--- config.mk ---
export PLATFORM = sky130hd
export DESIGN_NAME = byte_mem_if
export DESIGN_NICKNAME = d
export VERILOG_FILES = /design/src/rtl/mif_pkg.sv /design/src/rtl/mif_cmd_decode.sv /design/src/rtl/mif_access_seq.sv /design/src/rtl/mif_addr_regs.sv /design/src/rtl/mif_capture.sv /design/src/rtl/byte_mem_if.sv
export SDC_FILE = /design/constraint.sdc
export NUM_CORES = 1
export LEC_CHECK = 0
export ABC_CLOCK_PERIOD_IN_PS = 2300
export CORE_MARGIN = 2
export CORE_UTILIZATION = 42
export DETAILED_ROUTE_END_ITERATION = 7
export PLACE_DENSITY = 0.89
export SETUP_SLACK_MARGIN = 0.2
export SLEW_MARGIN = 5
export SYNTH_ARGS = -nofsm -noshare
export SYNTH_HDL_FRONTEND = slang
export SYNTH_SLANG_ARGS = --single-unit
--- constraint.sdc ---
create_clock -name clk -period 2.3 [get_ports clk]
set_input_delay 0.69 -clock clk [delete_from_list [all_inputs] [get_ports clk]]
set_output_delay 0.69 -clock clk [all_outputs]
set_load 0.02 [all_outputs]
--- src/rtl/mif_pkg.sv ---
package mif_pkg;

  // ALU destination codes that this unit responds to
  localparam logic [3:0] DST_ADDR_HI  = 4'd10;
  localparam logic [3:0] DST_ADDR_RD  = 4'd11;
  localparam logic [3:0] DST_ADDR_WR  = 4'd13;
  localparam logic [3:0] DST_STORE    = 4'd15;

  // Capture selection for the returned byte
  typedef enum logic [1:0] {
    CAP_NONE   = 2'd0,
    CAP_MD     = 2'd1,
    CAP_MD_LO  = 2'd2,
    CAP_ALL    = 2'd3
  } cap_sel_e;

  // Decoded datapath command
  typedef struct packed {
    logic ld_hi;
    logic ld_store;
    logic start;
    logic wr;
  } dp_cmd_t;

endpackage

--- src/rtl/mif_cmd_decode.sv ---
module mif_cmd_decode
  import mif_pkg::*;
#(
  parameter int CODE_W = 4
) (
  input  logic [CODE_W-1:0] code,
  output dp_cmd_t           cmd
);

  always_comb begin
    cmd          = '0;
    cmd.ld_hi    = (code == DST_ADDR_HI);
    cmd.ld_store = (code == DST_STORE);
    cmd.start    = (code == DST_ADDR_RD) || (code == DST_ADDR_WR);
    cmd.wr       = (code == DST_ADDR_WR);
  end

endmodule

--- src/rtl/mif_access_seq.sv ---
module mif_access_seq #(
  parameter int ACCESS_CYCLES = 2
) (
  input  logic clk,
  input  logic rst_n,
  input  logic start_req,
  input  logic start_wr,
  output logic start_ok,
  output logic busy,
  output logic first,
  output logic last,
  output logic op_wr,
  output logic err
);

  localparam int CNT_W = $clog2(ACCESS_CYCLES + 1);

  logic [CNT_W-1:0] cnt;

  assign busy     = (cnt != '0);
  assign first    = (cnt == CNT_W'(1));
  assign last     = (cnt == CNT_W'(ACCESS_CYCLES));
  assign start_ok = start_req && !busy;

  always_ff @(posedge clk) begin
    if (!rst_n) begin
      cnt   <= '0;
      op_wr <= 1'b0;
      err   <= 1'b0;
    end else begin
      err <= start_req && busy;
      if (start_ok) begin
        cnt   <= CNT_W'(1);
        op_wr <= start_wr;
      end else if (busy) begin
        cnt <= last ? '0 : cnt + CNT_W'(1);
      end
    end
  end

endmodule

--- src/rtl/mif_addr_regs.sv ---
module mif_addr_regs #(
  parameter int DATA_W = 8
) (
  input  logic              clk,
  input  logic              rst_n,
  input  logic              ld_hi,
  input  logic              ld_store,
  input  logic              ld_lo,
  input  logic              cap_lo,
  input  logic [DATA_W-1:0] alu_bus,
  input  logic [DATA_W-1:0] cap_bus,
  output logic [DATA_W-1:0] hi_q,
  output logic [DATA_W-1:0] lo_q,
  output logic [DATA_W-1:0] store_q
);

  always_ff @(posedge clk) begin
    if (!rst_n) begin
      hi_q    <= '0;
      lo_q    <= '0;
      store_q <= '0;
    end else begin
      if (ld_hi)    hi_q    <= alu_bus;
      if (ld_store) store_q <= alu_bus;
      // datapath load of the low byte wins over a memory capture
      if (ld_lo)       lo_q <= alu_bus;
      else if (cap_lo) lo_q <= cap_bus;
    end
  end

endmodule

--- src/rtl/mif_capture.sv ---
module mif_capture
  import mif_pkg::*;
#(
  parameter int DATA_W = 8
) (
  input  logic              clk,
  input  logic              rst_n,
  input  logic              last,
  input  logic              op_wr,
  input  logic [DATA_W-1:0] rdata,
  input  logic [1:0]        sel,
  output logic [DATA_W-1:0] bus_out,
  output logic              cap_lo,
  output logic [DATA_W-1:0] md_q,
  output logic [DATA_W-1:0] ir_q
);

  cap_sel_e          sel_e;
  logic              rd_valid;
  logic [DATA_W-1:0] hold_q;

  assign sel_e    = cap_sel_e'(sel);
  assign rd_valid = last && !op_wr;
  assign bus_out  = rd_valid ? rdata : hold_q;
  assign cap_lo   = (sel_e == CAP_MD_LO) || (sel_e == CAP_ALL);

  always_ff @(posedge clk) begin
    if (!rst_n) begin
      hold_q <= '0;
      md_q   <= '0;
      ir_q   <= '0;
    end else begin
      if (rd_valid)          hold_q <= rdata;
      if (sel_e != CAP_NONE) md_q   <= bus_out;
      if (sel_e == CAP_ALL)  ir_q   <= bus_out;
    end
  end

endmodule

--- src/rtl/byte_mem_if.sv ---
module byte_mem_if
  import mif_pkg::*;
#(
  parameter int DATA_W        = 8,
  parameter int CODE_W        = 4,
  parameter int ACCESS_CYCLES = 2
) (
  input  logic                  clk,
  input  logic                  rst_n,
  input  logic [CODE_W-1:0]     alu_dest,
  input  logic [DATA_W-1:0]     alu_bus,
  input  logic [1:0]            mem_dest,
  output logic [DATA_W-1:0]     mah_q,
  output logic [DATA_W-1:0]     mal_q,
  output logic [DATA_W-1:0]     mw_q,
  output logic [DATA_W-1:0]     md_q,
  output logic [DATA_W-1:0]     ir_q,
  output logic [DATA_W-1:0]     mem_bus,
  output logic                  busy,
  output logic                  access_err,
  output logic                  mem_en,
  output logic                  mem_we,
  output logic [2*DATA_W-1:0]   mem_addr,
  output logic [DATA_W-1:0]     mem_wdata,
  input  logic [DATA_W-1:0]     mem_rdata
);

  dp_cmd_t cmd;
  logic    start_ok;
  logic    first;
  logic    last;
  logic    op_wr;
  logic    cap_lo;

  mif_cmd_decode #(.CODE_W(CODE_W)) u_dec (
    .code (alu_dest),
    .cmd  (cmd)
  );

  mif_access_seq #(.ACCESS_CYCLES(ACCESS_CYCLES)) u_seq (
    .clk       (clk),
    .rst_n     (rst_n),
    .start_req (cmd.start),
    .start_wr  (cmd.wr),
    .start_ok  (start_ok),
    .busy      (busy),
    .first     (first),
    .last      (last),
    .op_wr     (op_wr),
    .err       (access_err)
  );

  mif_addr_regs #(.DATA_W(DATA_W)) u_regs (
    .clk      (clk),
    .rst_n    (rst_n),
    .ld_hi    (cmd.ld_hi),
    .ld_store (cmd.ld_store),
    .ld_lo    (start_ok),
    .cap_lo   (cap_lo),
    .alu_bus  (alu_bus),
    .cap_bus  (mem_bus),
    .hi_q     (mah_q),
    .lo_q     (mal_q),
    .store_q  (mw_q)
  );

  mif_capture #(.DATA_W(DATA_W)) u_cap (
    .clk     (clk),
    .rst_n   (rst_n),
    .last    (last),
    .op_wr   (op_wr),
    .rdata   (mem_rdata),
    .sel     (mem_dest),
    .bus_out (mem_bus),
    .cap_lo  (cap_lo),
    .md_q    (md_q),
    .ir_q    (ir_q)
  );

  assign mem_addr  = {mah_q, mal_q};
  assign mem_en    = first;
  assign mem_we    = first && op_wr;
  assign mem_wdata = mw_q;

endmodule

Yosys cells after proc, flatten, opt, wreduce, memory -nomap -nowiden
Cells that the tools add are included.
W data, S select, Z words.
{"block": "word_totals", "ff_bits": 52, "in_bits": 24, "out_inout_bits": 76}
{"block": "classes", "addsub": 1, "n_eq_ne": 8, "n_mux": 6, "bitwise_logic": 1, "n_reduce_logical": 13}
{"op": "$mux W8", "n": 3}
{"op": "$eq A4 B4 Y1 const B", "n": 4}
{"op": "$reduce_bool A2 Y1", "n": 4}
{"op": "$eq A2 B2 Y1 const B", "n": 3}
{"op": "$logic_and A1 B1 Y1", "n": 4}
{"op": "$add A2 B1 Y2 const B", "n": 1}
{"op": "$eq A2 B1 Y1 const B", "n": 1}
{"op": "$logic_not A1 Y1", "n": 2}
{"op": "$logic_or A1 B1 Y1", "n": 2}
{"op": "$mux W1", "n": 2}
{"op": "$mux W2", "n": 1}
{"op": "$reduce_or A2 Y1", "n": 1}
{"op": "$not A1 Y1", "n": 1}

Longest topological paths before layout
Gate-level depths: netlist of the first run.
{"block": "depth", "ltp_word": 5, "depth_mapped": 6, "ltp_nobuf": 3}

Cells and area by module
A second synthesis of the first run with hierarchy kept.
{"block": "hier_totals", "hier_cells": 224, "hier_area_um2": 2388.5}
{"module": "mif_addr_regs", "instances": 1, "cells_each": 86, "area_each_um2": 1034.7, "seq_area_each_um2": 480.5}
{"module": "mif_capture", "instances": 1, "cells_each": 91, "area_each_um2": 972.2, "seq_area_each_um2": 480.5}
{"module": "byte_mem_if", "instances": 1, "cells_each": 25, "area_each_um2": 186.4, "seq_area_each_um2": 0.0}
{"module": "mif_access_seq", "instances": 1, "cells_each": 15, "area_each_um2": 148.9, "seq_area_each_um2": 80.1}
{"module": "mif_cmd_decode", "instances": 1, "cells_each": 7, "area_each_um2": 46.3, "seq_area_each_um2": 0.0}

Worst setup path before layout of the first run
Ideal clock, no wire load.
{"block": "synth_path", "path_kind": "register -> output", "start": "register u_seq.op_wr", "end": "output mem_bus[0]", "arrival_time_ns": 1.230, "required_ns": 1.610, "setup_slack_ns": 0.380, "stages_incl_launch_ff": 5, "path_buffers": 1, "path_cell_list": "dfxtp_1 > or3b_1 > buf_6 > mux2i_4 > inv_1"}
{"block": "synth_via", "elab_chain_cells": 3}
{"element": "start: declaration", "line_no": "mif_access_seq.sv:12", "text": "output logic op_wr,"}
{"element": "start signal: assignment", "line_no": "mif_access_seq.sv:34", "text": "op_wr <= start_wr;"}
{"element": "$logic_not A1 Y1", "line_no": "mif_capture.sv:23", "text": "assign rd_valid = last && !op_wr;"}
{"element": "$logic_and A1 B1 Y1", "line_no": "mif_capture.sv:23"}
{"element": "$mux W8"}
{"element": "end: declaration", "line_no": "byte_mem_if.sv:18", "text": "output logic [DATA_W-1:0] mem_bus,"}
Every way passes these cells.

Worst setup path after layout of the first run
{"block": "layout_path", "start": "register u_seq.op_wr", "end": "output mem_bus[3]"}
The elaborated chain is that of the path after synthesis.

==> results of run 1 <==
-- kinds of logic (layout without fill, tap and decap cells) --
| kind of cell | count (synthesis) | in the layout | synth area share |
|---|---|---|---|
| and+or+nand+nor | 66 | 66 | 0.167 |
| DFF | 52 | 52 | 0.440 |
| AOI/OAI and AO/OA | 51 | 51 | 0.155 |
| buffers and inverters | 50 | 135 | 0.124 |
| muxes | 16 | 16 | 0.110 |
| xor gates and xnor gates | 1 | 1 | 0.00370 |
-- worst max-delay path, cell delays in order, from the launching register on --
cell,delay (ps)
dfxtp_2,330
or3b_4,400
buf_12,170
mux2i_4,220
inv_2,50
buf_6,130
-- layout by cell type, fill, tap and decap left out, drive strengths merged --
cell,netlist,final
a21boi,8,8
a21o,2,2
a21oi,16,16
a32o,1,1
and2,4,4
and2b,1,1
and4,1,1
and4bb,1,1
buf,31,30
bufinv,0,1
clkbuf,11,6
clkdlybuf4s15,0,1
clkdlybuf4s50,0,87
clkinv,0,1
dfxtp,52,52
dlygate4sd2,0,1
inv,8,8
mux2i,16,16
nand2,17,17
nand2b,1,1
nand3b,8,8
nand4,10,10
nor2,1,1
nor2b,18,18
nor4bb,1,1
o21ai,16,16
o221ai,8,8
or2,2,2
or3b,1,1
xor2,1,1
-- cell type report --
| class | count | area share |
|---|---|---|
| tap | 72 | 0.0259 |
| sequential | 52 | 0.300 |
| multi-input combinational | 134 | 0.299 |
| clock buffer | 6 | 0.0237 |
| inverter | 8 | 0.00864 |
| timing repair buffer | 119 | 0.331 |
| clock inverter | 2 | 0.0112 |
-- routing by layer --
metal  vias to the layer above  share of wire
li1                        953              -
met5                         -              0
met1                       930           0.43
met4                         0          0.011
met2                        62           0.52
met3                         6          0.041
-- state kept, by name, indices dropped and copies added, names as in the netlist --
signal / flops
u_cap.ir_q: 8
u_cap.hold_q: 8
u_regs.hi_q: 8
u_seq.op_wr: 1
u_seq.err: 1
u_regs.lo_q: 8
u_seq.cnt: 2
u_regs.store_q: 8
u_cap.md_q: 8
-- power by group --
group          switching, mW  internal (mW)  total [mW]
clock network          0.303          0.356       0.659
logic                  0.163          0.164       0.326
registers             0.0196          0.931       0.950
-- worst paths after layout --
path / from / end / slack [ps] / depth (start not counted)
setup reg to reg: u_seq.op_wr / u_regs.lo_q[3] / 690 / 6
setup / recovery: u_seq.op_wr / mem_bus[3] / 10 / 5
hold reg to reg: u_regs.store_q[0] / u_regs.store_q[0] / 490 / 2
hold / removal: u_regs.store_q[0] / u_regs.store_q[0] / 490 / 2
-- timing repair --
| item | in CTS | in global routing |
|---|---|---|
| gates resized for setup | 56 | 9 |
| endpoints found under the setup margin | 11 | 10 |
| setup buffers | 1 | 0 |
==> results by group, run 1 <==
Critical path
  – CP max FO: 8
  – Worst Path Class, Setup: reg2out
  – Worst EP required: 1610 ps
  – Critical Path Source Type: flip-flop
  – Worst setup EP type: primary output
  – Critical path arrival: 1600 ps

Floorplan
  – Die width: 79.0 um
  – Row cnt: 27
  – Number of I/O pins: 100
  – Die Y-Extent: 79.0 um
  – Die area: 0.00625 mm^2
  – Initial core utilization: 0.432
  – Core area: 0.00547 mm^2

Finish
  – Post-Layout Cell Count: 393
  – Area delta synth->final: 47.0%
  – Diodes inserted: 0
  – Fin util: 0.635
  – Final instance area: 0.00348 mm^2
  – Multi-input gate area: 0.00104 mm^2
  – Final #Nets: 344
  – Share of layout cells above drive strength 1: 0.218
  – # fillers: 453
  – Register area: 0.00104 mm^2

Timing
  – Final hold viol count: 0
  – Min Clock Period, post-route: 2290 ps
  – Setup ws final: 13.4 ps
  – Worst hold slack: 488 ps
  – Fmax: 0.437 GHz
  – Worst Clk Skew: 11.1 ps
  – RSZ-0062 raised after global routing: yes
  – Final worst-path cycle share: 0.994
  – Slew HR: 0.710
  – Final setup TNS: 0 ps
  – Pins Over Slew Limit: 0
  – Final setup vio count: 0
  – Slew @ Worst Pin: 435 ps

Routing
  – WL/cell: 15.0 um
  – Via count: 1951
  – Pre-Repair DR Iteration Count: 4
  – Final wirelength: 5.88 mm
  – Residual DRC: 0
  – Antenna Nets Post-Route: 0
  – Vias per cell: 4.96
  – Iteration-0 DRC count of the detailed router: 119

Global route
  – GRT Util Overall: 0.185
  – Grt met2 use: 0.329
  – GRT overflow: 0
  – M3 GR Usage: 0.0409
  – Met1 usage: 0.227
  – GR peak layer: met2
  – Vias in the first global route: 1813
  – First-pass GRT wire length: 9.03 mm
  – Largest net degree at the start of global routing: 28
  – Initial antenna violation count: 0

Synth
  – Top cell type's share of synthesized area: 0.440
  – Main synth FF type: dfxtp_1
  – #FFs+latches synth: 52
  – Mapped Nets: 260
  – Synthesis Warnings: 0
  – Synth top cells by count: dfxtp_1 (52), buf_4 (25), nor2b_1 (18)
  – Seq/Total Area, Yosys: 0.440
  – Most common cell in the synthesized netlist: dfxtp_1
  – Number of synthesized flops with an enable pin: 0
  – Top cells by area, synth: dfxtp_1 (44%), buf_4 (7.9%), mux2i_4 (7.6%), o221ai_2 (5.1%), nor2b_1 (4.8%)
  – Synth area leader: dfxtp_1
  – Post-Syn Area: 0.00236 mm^2
  – Syn_area_per_cell: 10.0 um^2
  – Async set or reset register ratio after synthesis: 0
  – Synth cell types: 31
  – Cells after synthesis: 236

Outcome
  – Status: completed

CTS
  – CTS Hold Bufs: 0
  – TritonCTS buffer count: 5
  – H-tree depth: 2
  – Clock sinks: 52
  – Clock Path Buffers: 2
  – CTS root buf: clkbuf_8
  – CTS tree: built
  – Worst-path clk slew: 90 ps
  – Worst skew pair latency: 310 ps

Placement
  – Pre-CTS WS: -397 ps
  – Post-DP Area: 0.00334 mm^2
  – Final Wtd Congestion: 0.809
  – Post-Place Cells: 384
  – # port buffers: 99
  – Dpl hpwl: 4.48 mm

Flow run
  – Max Cap Violations: 0

Min path
  – Hold Path Class: reg2reg

Power
  – PwrDens: 557 mW/mm^2
  – Leakage power: 1.28 nW
  – Total power: 1.94 mW
  – Max IR drop VDD: 0.000367 V
Note: power is estimated with default switching activity, not from simulation.
==> run 2, diff against run 1 <==
CORE_ASPECT_RATIO = 0.9   (was not set)
==> run 2 against run 1 <==
  * First-iteration DRC count shrank 22%
  * Flip-flop and latch count is the same
  * Routed wire length rose by 6.7%
  * Sequential power about the same
  * Utilization grew 1.1 points
  * Cell area shrank 0.58%
  * Clock power down 17%
  * Hold slack got worse by 6.3 ps
  * Critical path depth did not move
  * Combinational power is essentially flat
  * Largest cell class unchanged
==> results by group, run 2 (synthesis results as in run 1) <==
Floorplan
  – Number of I/O pins: 100 (unchanged)
  – Die width: 83.1 um (+5.1%)
  – Core area: 0.00535 mm^2 (-2.3%)
  – Die Y-Extent: 75.2 um (-4.9%)
  – Row cnt: 25 (-7.4%)
  – Die area: 0.00625 mm^2 (about the same)
  – Initial core utilization: 0.442 (+0.0100)

Global route
  – Largest net degree at the start of global routing: 29 (+3.6%)
  – First-pass GRT wire length: 9.70 mm (+7.4%)
  – GRT Util Overall: 0.197 (+0.0115)
  – Initial antenna violation count: 0 (unchanged)
  – Vias in the first global route: 1994 (+10%)
  – GRT overflow: 0 (unchanged)

Timing
  – Slew HR: 0.706 (-0.00330)
  – Final worst-path cycle share: 0.996 (+0.00175)
  – Final hold viol count: 0 (unchanged)
  – Fmax: 0.437 GHz (-0.18%)
  – Min Clock Period, post-route: 2290 ps (+4.03 ps)
  – Pins Over Slew Limit: 0 (unchanged)
  – Final setup vio count: 0 (unchanged)
  – Final setup TNS: 0 ps (unchanged)
  – RSZ-0062 raised after global routing: yes
  – Worst Clk Skew: 9.50 ps (-1.59 ps)
  – Slew @ Worst Pin: 440 ps (+4.95 ps)

Power
  – Total internal power: 1.34 mW (-7.6%)
  – PwrDens: 529 mW/mm^2 (-4.9%)
  – Sw Share: 0.268 (+0.0173)
  – Combinational share of power: 0.180 (+0.011)
  – Clock power frac: 0.301 (-0.040)
  – Max IR drop VDD: 0.000320 V (-13%)
  – Leakage power: 1.28 nW (-0.58%)
  – Net switching power: 491 uW (+1.0%)
  – Part of the power in registers: 0.519 (+0.028)

Routing
  – Final wirelength: 6.27 mm (+6.7%)
  – Pre-Repair DR Iteration Count: 4 (unchanged)
  – Antenna Nets Post-Route: 0 (unchanged)
  – Residual DRC: 0 (unchanged)
  – Iteration-0 DRC count of the detailed router: 93 (-22%)
  – WL/cell: 16.1 um (+7.5%)
  – Via count: 2020 (+3.5%)
  – Vias per cell: 5.18 (+4.3%)

Finish
  – Diodes inserted: 0 (unchanged)
  – Most frequent cells in the layout: clkdlybuf4s50_1 (87), dfxtp_1 (50), buf_4 (21)
  – Share of layout cells above drive strength 1: 0.223 (+0.00484)
  – Area delta synth->final: 46.2%
  – Fin util: 0.646 (+0.0110)
  – Final #Nets: 346 (+0.58%)
  – Most common cell after layout, fill and taps aside: clkdlybuf4s50_1
  – Final instance area: 0.00346 mm^2 (-0.58%)
  – Post-Layout Cell Count: 390 (-0.76%)
  – # fillers: 430 (-5.1%)

CTS
  – H-tree depth: 2 (unchanged)
  – Clock sinks: 52 (unchanged)
  – Clock Path Buffers: 2 (unchanged)
  – Worst-path clk slew: 100 ps (about the same)
  – TritonCTS buffer count: 5 (unchanged)
  – CTS root buf: clkbuf_8
  – CTS tree: built
  – Worst skew pair latency: 300 ps (about the same)

Critical path
  – Worst Path Class, Setup: reg2out
  – Critical path arrival: 1600 ps (about the same)
  – Worst EP required: 1610 ps (about the same)
  – Critical Path Source Type: flip-flop
  – Worst setup EP type: primary output
  – CP max FO: 8 (unchanged)

Placement
  – Post-DP Area: 0.00334 mm^2 (about the same)
  – Post-Place Cells: 380 (-1.0%)
  – Final Wtd Congestion: 0.833 (+3.1%)
  – # port buffers: 99 (unchanged)
  – Dpl hpwl: 4.66 mm (+3.9%)

Flow run
  – Max Cap Violations: 0 (unchanged)

Min path
  – Hold Path Class: reg2reg

Outcome
  – Status: completed
run 2: cell count changes in the layout (fill, tap and decap cells not counted), sizes merged:
cell | previous run | this run
clkinvlp | 0 | 2
clkdlybuf4s15 | 1 | 0
bufinv | 1 | 0
clkinv | 1 | 0
clkbuf | 6 | 8
buf | 30 | 31
run 2: critical path, cell delays in order (launching register included):
cell	delay, ps
dfxtp_2	330
or3b_4	400
buf_12	170
mux2i_4	200
inv_1	70
buf_6	130
run 2: path summary, 6_finish.rpt:
path / slack, ps / to / cells after the start / start
max: 9 / mem_bus[6] / 5 / u_seq.op_wr
max reg2reg: 700 / u_regs.lo_q[3] / 6 / u_seq.op_wr
min reg2reg: 480 / u_regs.store_q[6] / 2 / u_regs.store_q[6]
min: 480 / u_regs.store_q[6] / 2 / u_regs.store_q[6]
run 2: layout make-up:
type | count | area (um^2) | area share
tap | 67 | 83.8 | 0.0242
clock inverter | 2 | 15.0 | 0.00434
sequential | 52 | 1040 | 0.302
inverter | 8 | 30.0 | 0.00869
timing repair buffer | 121 | 1160 | 0.336
multi-input combinational | 134 | 1040 | 0.301
clock buffer | 6 | 82.6 | 0.0239
run 2: through the flow:
stage | total power, mW | hold slack, ps | setup slack [ps]
after floorplan | 1.14 | 500 | 380
after global placement | 1.29 | 470 | -326
after detailed placement | 1.30 | 476 | -342
after CTS | 1.84 | 488 | -4.58
after global routing | 1.90 | 507 | -39.9
final | 1.83 | 482 | 9.33
run 2: layer usage:
metal	vias up	share of wire	global-route usage
met1	989	0.43	0.226
li1	957	-	-
met3	7	0.043	0.0428
met5	-	0	0
met4	0	0.012	0.0692
met2	67	0.52	0.369
run 2: timing repair:
action / CTS / global route
hold buffers: 0 / 0
setup buffers: 0 / 2
endpoints found under the setup margin: 11 / 10
gates resized for setup: 58 / 6
run 2: power groups by stage:
| stage | Combinational, mW | Clock, mW | Sequential [mW] |
|---|---|---|---|
| floorplan | 0.139 | 0 | 1.00 |
| global placement | 0.318 | 0 | 0.969 |
| detailed placement | 0.326 | 0 | 0.971 |
| CTS | 0.329 | 0.563 | 0.950 |
| global route | 0.350 | 0.598 | 0.954 |
| finish | 0.329 | 0.550 | 0.951 |
==> run 3, diff against run 2 <==
CAP_MARGIN = 30   (was not set)
CORE_ASPECT_RATIO = 0.75   (was 0.9)
GPL_TIMING_DRIVEN = 0   (was not set)
==> run 3 against run 2 <==
  * Register-to-register slack worse by 20 ps
  * Routed wire length is 5.6% higher
  * Sequential power hardly changed
  * Fmax is 0.22% higher
  * Global-route usage is 1.6 points higher
  * Flip-flop and latch count stayed put
  * Sequential share of layout area is 2.0 points lower
  * Utilization is 4.2 points higher
  * Hold slack better by 3.8 ps
  * Combinational power is 5% higher
  * Die area hardly changed
  * Largest power group unchanged
==> results by group, run 3 (synthesis results as in run 1) <==
Power
  – Max IR drop VDD: 0.000345 V (+7.5%)
  – PwrDens: 546 mW/mm^2 (+3.1%)
  – Leakage power: 1.64 nW (+29%)
  – Combinational share of power: 0.170 (-0.010)
  – Clock power frac: 0.360 (+0.059)
  – Sw Share: 0.243 (-0.0252)
  – Net switching power: 492 uW (+0.14%)
  – Total power: 2.02 mW (+11%)
  – Part of the power in registers: 0.470 (-0.049)
  – Total internal power: 1.53 mW (+14%)

Critical path
  – Reg-to-reg startpoint: u_seq.cnt[1]
  – Crit-path slowest cell: or3b_4
  – Start point of the critical path: u_seq.cnt[1]
  – Worst Path Buf+Inv: 3 (unchanged)
  – CP max FO: 8 (unchanged)
  – Max stage delay on crit path: 390 ps (about the same)
  – Worst Path Class, Setup: reg2out
  – Worst setup EP type: primary output
  – Reg2reg end: u_regs.lo_q[2]
  – Crit path depth: 5 (unchanged)
  – Critical Path Sink: mem_bus[3]
  – Critical Path Source Type: flip-flop
  – Critical path arrival: 1600 ps (about the same)
  – Worst-path cell chain: or3b_4 > buf_12 > mux2i_4 > inv_1 > buf_6
  – Worst EP required: 1610 ps (about the same)
  – Reg2Reg Depth: 6 (unchanged)
  – R2R Setup Slk: 680 ps (-20 ps)
  – CP delay by family, top: simple AND/OR/NAND/NOR gates

Placement
  – Final Wtd Congestion: 0.737 (-12%)
  – # port buffers: 98 (-1.0%)
  – Dpl hpwl: 4.91 mm (+5.3%)

Routing
  – Pre-Repair DR Iteration Count: 4 (unchanged)
  – Antenna Nets Post-Route: 0 (unchanged)
  – Vias per cell: 4.94 (-4.6%)
  – Residual DRC: 0 (unchanged)
  – Iteration-0 DRC count of the detailed router: 65 (-30%)
  – Via count: 2111 (+4.5%)
  – WL/cell: 15.5 um (-3.5%)
  – Final wirelength: 6.63 mm (+5.6%)

Timing
  – RSZ-0062 raised after global routing: yes
  – Slew @ Worst Pin: 477 ps (+36.6 ps)
  – Worst hold slack: 486 ps (+3.83 ps)
  – Final setup vio count: 0 (unchanged)
  – Fmax: 0.438 GHz (+0.22%)
  – Pins Over Slew Limit: 0 (unchanged)
  – Worst Clk Skew: 7.56 ps (-1.95 ps)
  – Final setup TNS: 0 ps (unchanged)
  – Min Clock Period, post-route: 2290 ps (-5.12 ps)
  – Final hold viol count: 0 (unchanged)
  – Slew HR: 0.682 (-0.0244)
  – Final worst-path cycle share: 0.994 (-0.00223)

Finish
  – Final #Nets: 376 (+8.7%)
  – Fin util: 0.689 (+0.0424)
  – Most frequent cells in the layout: clkdlybuf4s50_1 (72), dfxtp_1 (50), buf_4 (36)
  – Diodes inserted: 0 (unchanged)
  – Most common cell after layout, fill and taps aside: clkdlybuf4s50_1
  – Share of layout cells above drive strength 1: 0.256 (+0.0328)
  – Area delta synth->final: 56.7%

Floorplan
  – Initial core utilization: 0.439 (-0.00267)
  – Die Y-Extent: 69.0 um (-8.2%)
  – Die width: 90.6 um (+9.1%)
  – Row cnt: 23 (-8.0%)
  – Die area: 0.00625 mm^2 (about the same)
  – Number of I/O pins: 100 (unchanged)
  – Core area: 0.00538 mm^2 (+0.61%)

Global route
  – GRT overflow: 0 (unchanged)
  – Initial antenna violation count: 0 (unchanged)
  – GRT Util Overall: 0.213 (+0.0160)
  – Vias in the first global route: 2066 (+3.6%)
  – Largest net degree at the start of global routing: 16 (-45%)
  – First-pass GRT wire length: 10.2 mm (+5.5%)

CTS
  – Worst-path clk slew: 90 ps (about the same)
  – Worst skew pair latency: 310 ps (about the same)
  – TritonCTS buffer count: 5 (unchanged)
  – H-tree depth: 2 (unchanged)
  – CTS root buf: clkbuf_8
  – Clock Path Buffers: 2 (unchanged)
  – CTS tree: built
  – Clock sinks: 52 (unchanged)

Flow run
  – Max Cap Violations: 0 (unchanged)

Outcome
  – Status: completed

Min path
  – Hold Path Class: reg2reg
  – Hold Crit Start: u_regs.store_q[4]
## run 3: cell types whose count changed in the layout (fill, tap and decap cells not counted), sizes merged
cell,delta
dlymetal6s2s,+11
clkinvlp,-2
dlygate4sd2,+6
clkdlybuf4s50,-15
buf,+19
clkbuf,+8
bufinv,+2
## run 3: worst min path at each step
stage	end	slack, ps	cells after the start
global placement	u_regs.store_q[3]	470	2
floorplan	u_seq.op_wr	500	1
finish	u_regs.store_q[4]	490	2
global route	u_regs.store_q[0]	510	2
detailed placement	u_regs.store_q[4]	480	2
CTS	u_regs.store_q[4]	490	2
## run 3: worst min-delay path, cell delays in order, from the launching register on
cell,delay [ps]
dfxtp_1,330
nand2_1,50
a21boi_0,60
## run 3: power by group through the flow
| stage | clock [mW] | sequential (mW) | combinational [mW] |
|---|---|---|---|
| final | 0.727 | 0.951 | 0.345 |
| after global routing | 0.763 | 0.955 | 0.368 |
| after CTS | 0.736 | 0.951 | 0.344 |
| after detailed placement | 0 | 0.972 | 0.334 |
| after global placement | 0 | 0.970 | 0.325 |
| after floorplan | 0 | 1.00 | 0.139 |
## run 3: timing repair
action | CTS | global route
buffers inserted | 9 | 2
setup endpoints to repair | 25 | 22
gates resized for setup | 66 | 19
hold buffers | 0 | 0
## run 3: per-layer routing
| layer | GRT usage | vias to the layer above | share of wire |
|---|---|---|---|
| li1 | - | 1014 | - |
| met5 | 0 | - | 0 |
| met1 | 0.249 | 1008 | 0.41 |
| met2 | 0.397 | 82 | 0.50 |
| met4 | 0.0538 | 0 | 0.0095 |
| met3 | 0.0554 | 7 | 0.076 |
## run 3: area by class of cell
cell class              instances  area [um^2]
plain buffers                  42          277
clock buffers                   5         68.8
clock inverters                 2         60.1
fillers                       459         1680
inverters                       8         30.0
multi-input cells             134         1040
flip-flops and latches         52         1040
well taps                      75         93.8
repair buffers                109         1090
## run 3: stage by stage
step                worst slack, ps  std cells  cell area [um^2]
finish                         14.5        427              3710
global route                  -24.3        427              3710
floorplan                       380        236              2360
CTS                            12.1        425              3650
detailed placement             -396        409              3440
global placement               -390        409              3440
